<file path="src/rtl/rring_pkg.sv">
package rring_pkg;

    localparam int unsigned PTR_W = 8;
    localparam int unsigned CNT_W = 8;

    localparam logic [2:0] REG_CTRL = 3'd0;
    localparam logic [2:0] REG_SIZE = 3'd1;
    localparam logic [2:0] REG_BASE = 3'd2;
    localparam logic [2:0] REG_THR  = 3'd3;
    localparam logic [2:0] REG_STAT = 3'd4;

    localparam logic [1:0] SIZE_BAD = 2'd3;

    typedef enum logic [1:0] {
        ST_IDLE = 2'd0,
        ST_LO   = 2'd1,
        ST_HI   = 2'd2
    } beat_e;

    // index mask for a size code: 2, 16 or 256 entries
    function automatic logic [PTR_W-1:0] ring_mask(input logic [1:0] code);
        case (code)
            2'd0:    return PTR_W'(1);
            2'd1:    return PTR_W'(15);
            default: return PTR_W'(255);
        endcase
    endfunction

endpackage

</file>
<file path="src/rtl/rring_regs.sv">
module rring_regs
    import rring_pkg::*;
#(
    parameter int unsigned AW = 32
) (
    input  logic             clk,
    input  logic             rst_n,
    input  logic             reg_we,
    input  logic [2:0]       reg_addr,
    input  logic [31:0]      reg_wdata,
    output logic             active,
    output logic             int_en,
    output logic [CNT_W-1:0] thr,
    output logic [AW-1:0]    base_lat,
    output logic [1:0]       size_lat,
    output logic             stat_clr
);

    typedef struct packed {
        logic             active;
        logic             int_en;
        logic [1:0]       size;
        logic [AW-1:0]    base;
        logic [CNT_W-1:0] thr;
        logic [1:0]       size_lat;
        logic [AW-1:0]    base_lat;
    } regs_s;

    regs_s q, d;
    logic  unused_wdata;

    assign unused_wdata = ^reg_wdata;

    always_comb begin
        d        = q;
        stat_clr = 1'b0;
        if (reg_we) begin
            case (reg_addr)
                REG_CTRL: begin
                    d.int_en = reg_wdata[1];
                    if (reg_wdata[0]) begin
                        if (!q.active && (q.size != SIZE_BAD)) begin
                            d.active   = 1'b1;
                            d.size_lat = q.size;
                            d.base_lat = {q.base[AW-1:3], 3'b000};
                        end
                    end else begin
                        d.active = 1'b0;
                    end
                end
                REG_SIZE: d.size     = reg_wdata[1:0];
                REG_BASE: d.base     = reg_wdata[AW-1:0];
                REG_THR:  d.thr      = reg_wdata[CNT_W-1:0];
                REG_STAT: stat_clr   = reg_wdata[0];
                default:  ;
            endcase
        end
    end

    always_ff @(posedge clk or negedge rst_n) begin
        if (!rst_n) q <= '0;
        else        q <= d;
    end

    assign active   = q.active;
    assign int_en   = q.int_en;
    assign thr      = q.thr;
    assign base_lat = q.base_lat;
    assign size_lat = q.size_lat;

endmodule

</file>
<file path="src/rtl/rring_seq.sv">
module rring_seq
    import rring_pkg::*;
#(
    parameter int unsigned AW    = 32,
    parameter int unsigned DW    = 32,
    parameter int unsigned CAD_W = 4
) (
    input  logic             clk,
    input  logic             rst_n,
    input  logic             active,
    input  logic             int_en,
    input  logic [CNT_W-1:0] thr,
    input  logic [AW-1:0]    base,
    input  logic [1:0]       size_code,
    input  logic             stat_clr,
    input  logic             rsp_valid,
    output logic             rsp_ready,
    input  logic [DW-1:0]    rsp_data,
    input  logic [CAD_W-1:0] rsp_cad,
    input  logic             rsp_unsol,
    output logic             mem_valid,
    input  logic             mem_ready,
    output logic [AW-1:0]    mem_addr,
    output logic [DW-1:0]    mem_wdata,
    output logic [PTR_W-1:0] wp,
    output logic             irq_flag
);

    localparam int unsigned PAD_W = DW - CAD_W - 1;

    typedef struct packed {
        beat_e            st;
        logic [PTR_W-1:0] wp;
        logic [PTR_W-1:0] idx;
        logic [CNT_W-1:0] cnt;
        logic [DW-1:0]    dat;
        logic [DW-1:0]    ext;
        logic             flag;
    } seq_s;

    seq_s             q, d;
    logic             fire;
    logic [CNT_W-1:0] cnt_inc;
    logic [PTR_W-1:0] mask;

    assign mask    = ring_mask(size_code);
    assign cnt_inc = q.cnt + CNT_W'(1);

    always_comb begin
        d    = q;
        fire = 1'b0;
        if (!active) begin
            d.st  = ST_IDLE;
            d.cnt = '0;
        end else begin
            case (q.st)
                ST_IDLE: if (rsp_valid) begin
                    d.idx = (q.wp + PTR_W'(1)) & mask;
                    d.dat = rsp_data;
                    d.ext = {{PAD_W{1'b0}}, rsp_unsol, rsp_cad};
                    d.st  = ST_LO;
                end
                ST_LO: if (mem_ready) d.st = ST_HI;
                ST_HI: if (mem_ready) begin
                    d.st = ST_IDLE;
                    d.wp = q.idx;
                    if ((cnt_inc == thr) && int_en && (cnt_inc != '0)) begin
                        fire  = 1'b1;
                        d.cnt = '0;
                    end else begin
                        d.cnt = cnt_inc;
                    end
                end
                default: d.st = ST_IDLE;
            endcase
        end
        d.flag = (q.flag & ~stat_clr) | fire;
    end

    always_ff @(posedge clk or negedge rst_n) begin
        if (!rst_n) q <= '0;
        else        q <= d;
    end

    assign rsp_ready = !active || (q.st == ST_IDLE);
    assign mem_valid = active && (q.st != ST_IDLE);
    assign mem_addr  = base + AW'({q.idx, 3'b000})
                     + ((q.st == ST_HI) ? AW'(4) : AW'(0));
    assign mem_wdata = (q.st == ST_HI) ? q.ext : q.dat;
    assign wp        = q.wp;
    assign irq_flag  = q.flag;

endmodule

</file>
<file path="src/rtl/rring_writer.sv">
module rring_writer
    import rring_pkg::*;
#(
    parameter int unsigned AW    = 32,
    parameter int unsigned DW    = 32,
    parameter int unsigned CAD_W = 4
) (
    input  logic             clk,
    input  logic             rst_n,
    input  logic             reg_we,
    input  logic [2:0]       reg_addr,
    input  logic [31:0]      reg_wdata,
    input  logic             rsp_valid,
    output logic             rsp_ready,
    input  logic [DW-1:0]    rsp_data,
    input  logic [CAD_W-1:0] rsp_cad,
    input  logic             rsp_unsol,
    output logic             mem_valid,
    input  logic             mem_ready,
    output logic [AW-1:0]    mem_addr,
    output logic [DW-1:0]    mem_wdata,
    output logic [PTR_W-1:0] wp_o,
    output logic             irq_o,
    output logic             active_o
);

    logic             int_en;
    logic [CNT_W-1:0] thr;
    logic [AW-1:0]    base_lat;
    logic [1:0]       lat_size;
    logic             stat_clr;

    rring_regs #(.AW(AW)) u_regs (
        .clk       (clk),
        .rst_n     (rst_n),
        .reg_we    (reg_we),
        .reg_addr  (reg_addr),
        .reg_wdata (reg_wdata),
        .active    (active_o),
        .int_en    (int_en),
        .thr       (thr),
        .base_lat  (base_lat),
        .size_lat  (lat_size),
        .stat_clr  (stat_clr)
    );

    rring_seq #(.AW(AW), .DW(DW), .CAD_W(CAD_W)) u_seq (
        .clk       (clk),
        .rst_n     (rst_n),
        .active    (active_o),
        .int_en    (int_en),
        .thr       (thr),
        .base      (base_lat),
        .size_code (lat_size),
        .stat_clr  (stat_clr),
        .rsp_valid (rsp_valid),
        .rsp_ready (rsp_ready),
        .rsp_data  (rsp_data),
        .rsp_cad   (rsp_cad),
        .rsp_unsol (rsp_unsol),
        .mem_valid (mem_valid),
        .mem_ready (mem_ready),
        .mem_addr  (mem_addr),
        .mem_wdata (mem_wdata),
        .wp        (wp_o),
        .irq_flag  (irq_o)
    );

endmodule

</file>
<file path="config.mk">
export PLATFORM = sky130hd
export DESIGN_NAME = rring_writer
export DESIGN_NICKNAME = d
export VERILOG_FILES = /design/src/rtl/rring_pkg.sv /design/src/rtl/rring_regs.sv /design/src/rtl/rring_seq.sv /design/src/rtl/rring_writer.sv
export SDC_FILE = /design/constraint.sdc
export NUM_CORES = 1
export LEC_CHECK = 0
export ABC_AREA = 1
export BUFFER_PORTS_ARGS = -buffer_cell sky130_fd_sc_hd__buf_2
export CAP_MARGIN = 20
export CELL_PAD_IN_SITES_DETAIL_PLACEMENT = 0
export CELL_PAD_IN_SITES_GLOBAL_PLACEMENT = 1
export CORE_MARGIN = 4
export CORE_UTILIZATION = 35
export CTS_BUF_LIST = sky130_fd_sc_hd__clkbuf_4 sky130_fd_sc_hd__clkbuf_8
export CTS_CLUSTER_SIZE = 30
export DETAILED_ROUTE_END_ITERATION = 10
export PLACE_DENSITY_LB_ADDON = 0.12
export REMOVE_ABC_BUFFERS = 1
export SYNTH_ARGS = -nofsm -noshare
export SYNTH_HDL_FRONTEND = slang
export SYNTH_HIERARCHICAL = 1
export SYNTH_SLANG_ARGS = --single-unit
</file>
<file path="constraint.sdc">
create_clock -name clk -period 2.15 [get_ports clk]
set_input_delay 0.3225 -clock clk [delete_from_list [all_inputs] [get_ports clk]]
set_output_delay 0.3225 -clock clk [all_outputs]
set_load 0.01 [all_outputs]
</file>
Word level (Yosys, flattened, before mapping)
Index checks and enable logic that the tools add are counted.
{ "op_classes": {"addsub": 4, "n_mul": 0, "div": 0, "order_cmp": 0, "eq_ne": 15, "n_shift": 0, "muxes": 20, "n_bitwise": 4, "reduce_logical": 21} }
{ "op_table": {"columns": ["op", "count"], "rows": [
  ["adder 32 x 11 -> 32 bit", 1],
  ["adder 32 bit", 1],
  ["2-to-1 mux 32 bit", 1],
  ["2-to-1 mux 8 bit", 4],
  ["adder 8 x 1 -> 8 bit (second input constant)", 2],
  ["case mux 8 bit (2 select lines)", 1],
  ["AND reduction 3 bit", 4],
  ["2-to-1 mux 10 bit", 1],
  ["AND reduction 2 bit", 5],
  ["inequality test 3 bit (second input constant)", 3],
  ["bitwise AND 8 bit", 1],
  ["== test 8 bit", 1],
  ["2-to-1 mux 1 bit", 8],
  ["nonzero test 8 bit", 1],
  ["== test 3 x 2 -> 1 bit (second input constant)", 2],
  ["2-to-1 mux 2 bit", 3],
  ["case mux 2 bit (3 select lines)", 1],
  ["== test 2 x 1 -> 1 bit (second input constant)", 2],
  ["logical AND 1 bit", 4],
  ["logical NOT 2 bit", 2],
  ["inequality test 2 x 1 -> 1 bit (second input constant)", 2],
  ["inequality test 2 bit (second input constant)", 2],
  ["AND reduction 4 bit", 1],
  ["== test 3 x 1 -> 1 bit (second input constant)", 1],
  ["10 further kinds", 10]
]} }
{ "totals": {"ff_bits": 139, "latchBits": 0, "ramBits": 0, "rom_bits": 0, "elab_cells": 78, "memories": 0} }

Depth between registers and ports, before layout
Gate-level depths: netlist of run 1.
{ "logic_depth": {"depth_word": 9, "mapped_depth": 12, "mapped_depth_nobuf": 12} }

Cells and area by module
Netlist of run 1, hierarchy kept.
{ "modules_own_cells": {"columns": ["module", "instances", "cells_per_inst", "area_each_um2", "seq_area_each_um2"], "rows": [
  ["rring_seq", 1, 619, 4331.7, 1601.5],
  ["rring_regs", 1, 375, 3347.0, 1801.7]
]} }

Worst setup path before layout of run 1
Ideal clock, no wire load.
{ "synth_timing": {"kind": "flip-flop to output port", "start": "register u_regs.q (netlist bit u_regs/base_lat[10])", "end": "output mem_addr[18]", "arrival_time_ns": 1.689, "path_slack_ns": 0.139, "path_stages_with_launch": 10, "path_buffers": 1, "cell_sequence": "dfrtp_1 > buf_4 > ha_1 > nand2_1 > nor2_2 > nand3_1 > nand3_2 > nand2_1 > nor2_1 > xor2_1"} }
{ "synth_via": {"elab_chain_cells": 2} }
{ "synth_rtl": {"columns": ["element", "line", "source"], "rows": [
  ["start, declared", "rring_regs.sv:29", "regs_s q, d;"],
  ["start signal, assigned", "rring_regs.sv:61", "if (!rst_n) q <= '0;"],
  ["start signal, assigned", "rring_regs.sv:62", "else q <= d;"],
  ["adder 32 x 11 -> 32 bit", "rring_seq.sv:87", "assign mem_addr = base + AW'({q.idx, 3'b000})"],
  ["adder 32 bit", "rring_seq.sv:88", "+ ((q.st == ST_HI) ? AW'(4) : AW'(0));"],
  ["end, declared", "rring_writer.sv:20", "output logic [AW-1:0] mem_addr,"]
]} }
Every way passes these cells.

Worst setup path after layout of run 1
{ "layout_timing": {"start": "register u_regs.q (netlist bit u_regs/base_lat[5])", "end": "output mem_addr[23]"} }
The elaborated chain is that of the path after synthesis.

==> results of run 1 <==
## stage by stage
| step | power, mW | area, sq um | worst slack [ps] |
|---|---|---|---|
| floorplan | 5.01 | 7060 | -1480 |
| global placement | 6.20 | 8480 | 13.5 |
| detailed placement | 6.23 | 8480 | -46.7 |
| CTS | 8.62 | 9220 | -360 |
| global route | 9.20 | 9380 | -481 |
| finish | 8.54 | 9380 | -383 |
## power by group
| part | switching, mW | internal [mW] | leakage [nW] |
|---|---|---|---|
| clock | 1.22 | 0.874 | 0.198 |
| combinational | 1.62 | 1.19 | 2.94 |
| sequential | 0.430 | 3.21 | 1.73 |
## sequential cells by signal (all words and copies together), names as in the netlist
signal           flops
u_regs/q            31
u_regs/size_lat      2
u_seq/irq_flag       1
u_seq/q             55
u_regs/int_en        1
u_regs/base_lat     29
u_regs/active        1
u_seq/wp             8
u_regs/thr           8
## what timing repair did
item,4_1_cts,5_1_grt
endpoints found under the hold margin,42,0
hold buffers,1,0
endpoints found under the setup margin,28,29
pin swaps,30,28
buffers inserted,8,4
resized for setup,65,27
## how the worst max path moves through the flow
stage	cells after the start	to
after floorplan	5	u_seq/q[73]$_DFFE_PN0P_
after global routing	9	mem_addr[23]
after CTS	10	mem_addr[19]
final	9	mem_addr[23]
after detailed placement	8	mem_addr[31]
after global placement	8	mem_addr[31]
## cell type report
type,count,area [sq um],share of cell area
well taps,275,344,0.0367
clock buffers,17,234,0.0249
multi-input cells,685,3720,0.397
clock inverters,15,154,0.0164
repair buffers,201,1190,0.127
inverters,83,312,0.0332
flip-flops and latches,136,3420,0.364
## worst min-delay path, delay by kind of cell
| kind | cells | cell delay (ps) |
|---|---|---|
| buf+inv | 1 | 70 |
| simple gates | 2 | 90 |
## cell usage after synthesis (2+ instances only)
cell type	number	share of area
nand2_1	349	0.17
dfrtp_1	136	0.44
inv_1	71	0.035
nor2_1	64	0.031
buf_4	60	0.059
nand3_1	58	0.038
nand4_1	48	0.039
o21ai_0	42	0.027
xor2_1	21	0.024
buf_2	19	0.012
ha_1	12	0.020
inv_2	12	0.0059
a21oi_1	8	0.0052
xnor2_1	8	0.0091
nand3b_1	7	0.0068
nor2_2	7	0.0057
nor3_1	7	0.0046
clkbuf_1	6	0.0029
nand2_2	6	0.0049
nor2_4	6	0.0088
o21ai_1	6	0.0039
nor4_1	5	0.0041
buf_6	4	0.0059
o22ai_1	4	0.0033
buf_1	3	0.0015
nor3_2	3	0.0039
or2_2	3	0.0024
and2_1	2	0.0016
nand3_2	2	0.0026
## layer usage
| metal | part of all wire | up-vias |
|---|---|---|
| met5 | 0 | - |
| met4 | 0.0087 | 0 |
| met3 | 0.046 | 15 |
| met2 | 0.45 | 144 |
| met1 | 0.50 | 3056 |
| li1 | - | 3386 |
## cell families after synthesis
group / share of synthesized area
xor gates and xnor gates: 0.0331
DFF: 0.443
adders and majority gates: 0.0222
other: 0.000488
AOI/OAI and AO/OA: 0.0486
buffers and inverters: 0.122
and+or+nand+nor: 0.331
==> flow_metrics.tcl, run 1 <==
set metrics [dict create \
    synthFlopType "dfrtp_1" \
    fillCellCount 2216 \
    skew_ps 12.6 \
    crit_family "flip-flops" \
    hold_viol 0 \
    cts_buffer_depth 2 \
    crit_type "reg -> out" \
    critPathLaunch "u_regs/base_lat[5]$_DFFE_PN0P_" \
    grt_use_met1 0.259 \
    timing.final.ws_setup_ps -383 \
    synth_edf_count 0 \
    p_per_area_mw_per_mm2 910 \
    antenna_left 0 \
    tns_ps -6950 \
    max_stage_delay_ps 420 \
    violations "setup timing" \
    p_leak_nw 4.87 \
    worst_setup_path_start_kind "flip-flop" \
    vias_per_cell 4.67 \
    synthCells 994 \
    syn-cell-area_sq_mm 0.00768 \
    timing.rr.start "u_seq/q[66]$_DFFE_PN0P_" \
    final_nets 1214 \
    rsz0062_at_grt "true" \
    die_y_microns 156 \
    die_w_microns 156 \
    place_inst 1367 \
    crit_required_ps 1830 \
    finalSetupViolations 28 \
    period_minus_slack_ps 2530 \
    avgSynthCellArea_sq_um 7.72 \
    period_share 1.18 \
    initial_core_util 0.361 \
    clock_latency_ps 450 \
    cp_max_fo 5 \
    min_path_cells 3 \
    hold_start "rsp_cad[3]" \
    diodes 0 \
    vdd_drop_max_uv 354 \
    seq_area_frac_synth 0.443 \
    final_cell_mix "nand2_1 (334), buf_2 (149), dfrtp_1 (125)" \
    layout_commonest_cell "nand2_1" \
    die_area_sq_mm 0.0244 \
    layoutNonFillerInstCount 1412 \
    outcome "finished with violations" \
    synth-seq-cells 136 \
    reg2reg_slack_ps 320 \
    cts_buffers 17 \
    cts_sinks 136 \
    top_usage_layer "met2" \
    max-cap-violations 0 \
    drive_gt1_frac 0.296 \
    use_met3 0.0311 \
    post-route-util 0.441 \
    antenna_found_initial 0 \
    grt_pass1_wl_microns 34300 \
    yosysWarningCount 6 \
    slew_violations 0 \
    worstPathArrival_ps 2210 \
    overflow 0 \
    place.gp.congestion 0.858 \
    synthArstFlopShare 1.00 \
    vias 6601 \
    grt_usage 0.176 \
    drc_errors 0 \
    ys_types 44 \
    grt_pass1_vias 6485 \
    tightest_slew_ps 608 \
    r2r-end "u_seq/q[65]$_DFFE_PN0P_" \
    wl_per_cell_microns 15.0 \
    dp_hpwl_microns 15600 \
    worstPathCellList "ha_4, nand2_4, o21ai_4, nor2_4, o21ai_2, buf_6, nand2_2, xnor2_2, buf_2" \
    fmax_mhz 395 \
    dr.pass1.iters 5 \
    cts-root-buf "clkbuf_8" \
    row_count 53 \
    ios 153 \
    endpoint_kind "output pin" \
    slew_headroom 0.594 \
    grt_max_degree 47 \
    wirelength_microns 21100 \
    core_area_sq_mm 0.0213 \
    clkTransAtPathRegs_ps 90 \
    drt_iter0_markers 291 \
    worstHoldPathType "in -> reg" \
    path_buf_inv 2 \
    worstRegToRegCells 10 \
    grtUsageMet2 0.270 \
    hold_slack_ps 72.9 \
    slowest_stage "dfrtp_1" \
    port_buffers 150 \
    tritoncts "yes" \
    hold_end "u_seq/q[4]$_DFFE_PN0P_" \
    cts_max_level 4 \
    area_delta_synth_final_pct 22.1 \
]
Power figures use the tool's default switching activity.
==> run 2, diff against run 1 <==
--- a/config.mk
+++ b/config.mk
@@ -5,13 +5,13 @@
 export SDC_FILE = /design/constraint.sdc
 export NUM_CORES = 1
 export LEC_CHECK = 0
-export ABC_AREA = 1
+export ABC_AREA = 0
 export BUFFER_PORTS_ARGS = -buffer_cell sky130_fd_sc_hd__buf_2
 export CAP_MARGIN = 20
 export CELL_PAD_IN_SITES_DETAIL_PLACEMENT = 0
 export CELL_PAD_IN_SITES_GLOBAL_PLACEMENT = 1
 export CORE_MARGIN = 4
-export CORE_UTILIZATION = 35
+export CORE_UTILIZATION = 44
 export CTS_BUF_LIST = sky130_fd_sc_hd__clkbuf_4 sky130_fd_sc_hd__clkbuf_8
 export CTS_CLUSTER_SIZE = 30
 export DETAILED_ROUTE_END_ITERATION = 10
==> run 2 against run 1 <==
Net effect:
- the run still ends with setup timing left
- first-iteration DRC count fell by 16%
- combinational power rose by 22%
- via count fell by 20%
- setup slack got worse by 270 ps
- clock skew fell by 3.9 ps
- hold slack got worse by 7.6 ps
- clock power rose by 4%
- final cell count fell by 22%
- critical path depth rose by 1
- maximum frequency fell by 9.7%
- largest cell class unchanged
==> flow_metrics.tcl, run 2 <==
set metrics [dict create \
    drive_gt1_frac 0.433 \
    yosysTopAreaCell "dfrtp_1" \
    layout_commonest_cell "nand2_1" \
    vdd_drop_max_uv 601 \
    slew_violations 0 \
    vias_per_cell 4.83 \
    tns_ps -14340 \
    crit_type "reg -> out" \
    placed_area_sq_mm 0.00819 \
    timing.final.ws_setup_ps -654 \
    use_met3 0.0614 \
    grt_pass1_wl_microns 28100 \
    rsz0062_at_grt "true" \
    synth-adder-area-share 0.0236 \
    synth_xor_area_frac 0.0570 \
    overflow 0 \
    yosysMostFrequentCell "nand2_1" \
    skew_ps 8.63 \
    fillCellCount 1437 \
    worst_setup_path_start_kind "flip-flop" \
    finalInstanceArea_sq_mm 0.00906 \
    grtUsageMet2 0.304 \
    worstHoldPathType "in -> reg" \
    core_area_sq_mm 0.0159 \
    die_y_microns 136 \
    final_cell_mix "nand2_1 (186), buf_2 (147), dfrtp_1 (136)" \
    initial_core_util 0.452 \
    ios 153 \
    power.total_mw 9.43 \
    grt_pass1_vias 5572 \
    final_nets 956 \
    die_area_sq_mm 0.0185 \
    endpoint_kind "output pin" \
    tightest_slew_ps 977 \
    drt_iter0_markers 243 \
    synth_mux_area_frac 0.125 \
    row_count 46 \
    finalSetupViolations 27 \
    cp_max_fo 6 \
    synthTopCellsByCount "nand2_1 (186), dfrtp_1 (136), buf_4 (52)" \
    period_minus_slack_ps 2800 \
    cts-root-buf "clkbuf_8" \
    synth-seq-cells 136 \
    post-route-util 0.569 \
    fmax_mhz 357 \
    synthArstFlopShare 1.00 \
    max-cap-violations 0 \
    yosysTopAreaCellShare 0.473 \
    dp_hpwl_microns 12000 \
    port_buffers 150 \
    area_delta_synth_final_pct 25.9 \
    dr.pass1.iters 4 \
    hold_viol 0 \
    antenna_found_initial 2 \
    crit_required_ps 1830 \
    wirelength_microns 17200 \
    synth_edf_count 0 \
    synth_top_family_by_area "simple AND/OR/NAND/NOR gates" \
    p_leak_nw 4.67 \
    largest-register "u_seq/q" \
    synthTopCellsByArea "dfrtp_1 (47%), nand2_1 (9.7%), mux2_2 (6.3%), mux2_4 (6.3%), buf_4 (5.4%)" \
    cts_buffers 17 \
    syn-cell-area_sq_mm 0.00720 \
    slew_headroom 0.349 \
    place.gp.congestion 0.865 \
    die_w_microns 136 \
    avgSynthCellArea_sq_um 10.3 \
    p_per_area_mw_per_mm2 1040 \
    clock_latency_ps 440 \
    synthCells 702 \
    yosysWarningCount 6 \
    wl_per_cell_microns 15.7 \
    synth_compound_area_frac 0.0457 \
    clkTransAtPathRegs_ps 70 \
    ys_types 55 \
    grt_max_degree 60 \
    cts_buffer_depth 2 \
    top_usage_layer "met2" \
    outcome "finished with violations" \
    tritoncts "yes" \
    cts_max_level 4 \
    synthFlopType "dfrtp_1" \
    antenna_left 0 \
    grt_usage 0.193 \
    seq_area_frac_synth 0.473 \
    violations "setup timing" \
    cts_sinks 136 \
    grt_use_met1 0.255 \
    period_share 1.30 \
    vias 5291 \
    synth-simple-area-share 0.200 \
    hold_slack_ps 65.3 \
    worstPathArrival_ps 2480 \
    largest_reg_flops 55 \
    drc_errors 0 \
]
run 2: cell count changes after synthesis, sizes merged, moves of 9 or more:
cell   previous run  this run
nand4            48         7
o21ai            49        17
inv              83         5
nand3            61        13
xor2             21        30
mux2              0        70
nand2           356       186
and2              2        30
nor2             77        14
buf              86        62
run 2: cell families after synthesis:
kind of cell | Yosys count
AOI/OAI and AO/OA | 52
xor gates and xnor gates | 46
adders and majority gates | 13
buffers and inverters | 82
DFF | 136
muxes | 70
other | 1
and+or+nand+nor | 302
run 2: path summary, 6_finish.rpt:
kind | cells after the start | slack (ps) | start | endpoint
setup / recovery | 10 | -650 | u_seq/q[73]$_DFFE_PN0P_ | mem_addr[13]
hold / removal | 3 | 70 | rsp_data[4] | u_seq/q[37]$_DFFE_PN0P_
setup reg to reg | 8 | 100 | u_seq/q[65]$_DFFE_PN0P_ | u_seq/q[65]$_DFFE_PN0P_
hold reg to reg | 2 | 470 | u_seq/q[47]$_DFFE_PN0P_ | u_seq/q[47]$_DFFE_PN0P_
max in group asynchronous | 3 | 1070 | rst_n | u_regs/thr[3]$_DFFE_PN0P_
min in group asynchronous | 2 | 410 | rst_n | u_seq/wp[6]$_DFFE_PN0P_
run 2: layer usage:
metal / vias to the layer above / share of wire
met5: - / 0.00041
li1: 2602 / -
met2: 126 / 0.47
met3: 24 / 0.064
met4: 2 / 0.018
met1: 2537 / 0.45
run 2: layout make-up:
class	count	area, sq um	share of cell area
multi-input combinational	486	3590	0.396
inverter	6	22.5	0.00248
clock buffer	19	255	0.0282
timing repair buffer	219	1370	0.151
clock inverter	12	153	0.0168
tap	216	270	0.0298
antenna	1	2.50	0.000276
sequential	136	3400	0.375
run 2: stage by stage:
step | std cells | worst slack [ps]
floorplan | 628 | -367
global placement | 1052 | -190
detailed placement | 1052 | -234
CTS | 1092 | -664
global route | 1095 | -725
finish | 1095 | -654
run 2: repair_timing:
| action | CTS | global route |
|---|---|---|
| hold buffers | 1 | 0 |
| gates cloned | 2 | 0 |
| setup buffers | 7 | 6 |
| pin swaps | 9 | 14 |
| endpoints found under the setup margin | 28 | 34 |
| hold endpoints to repair | 55 | 0 |
| resized for setup | 34 | 36 |
run 2: power by group:
| part | total [mW] | switching (mW) | internal [mW] |
|---|---|---|---|
| clock network | 2.17 | 0.994 | 1.18 |
| registers | 3.83 | 0.538 | 3.29 |
| logic | 3.42 | 1.63 | 1.79 |
| total | 9.43 | 3.17 | 6.26 |
run 2: critical path, cell delays in order, from the launching register on:
cell,delay [ps]
dfrtp_1,420
buf_6,140
ha_4,140
a21o_1,170
a21oi_4,150
nor2b_2,80
a211oi_2,310
buf_4,240
nand2b_4,150
xnor2_2,100
buf_2,150
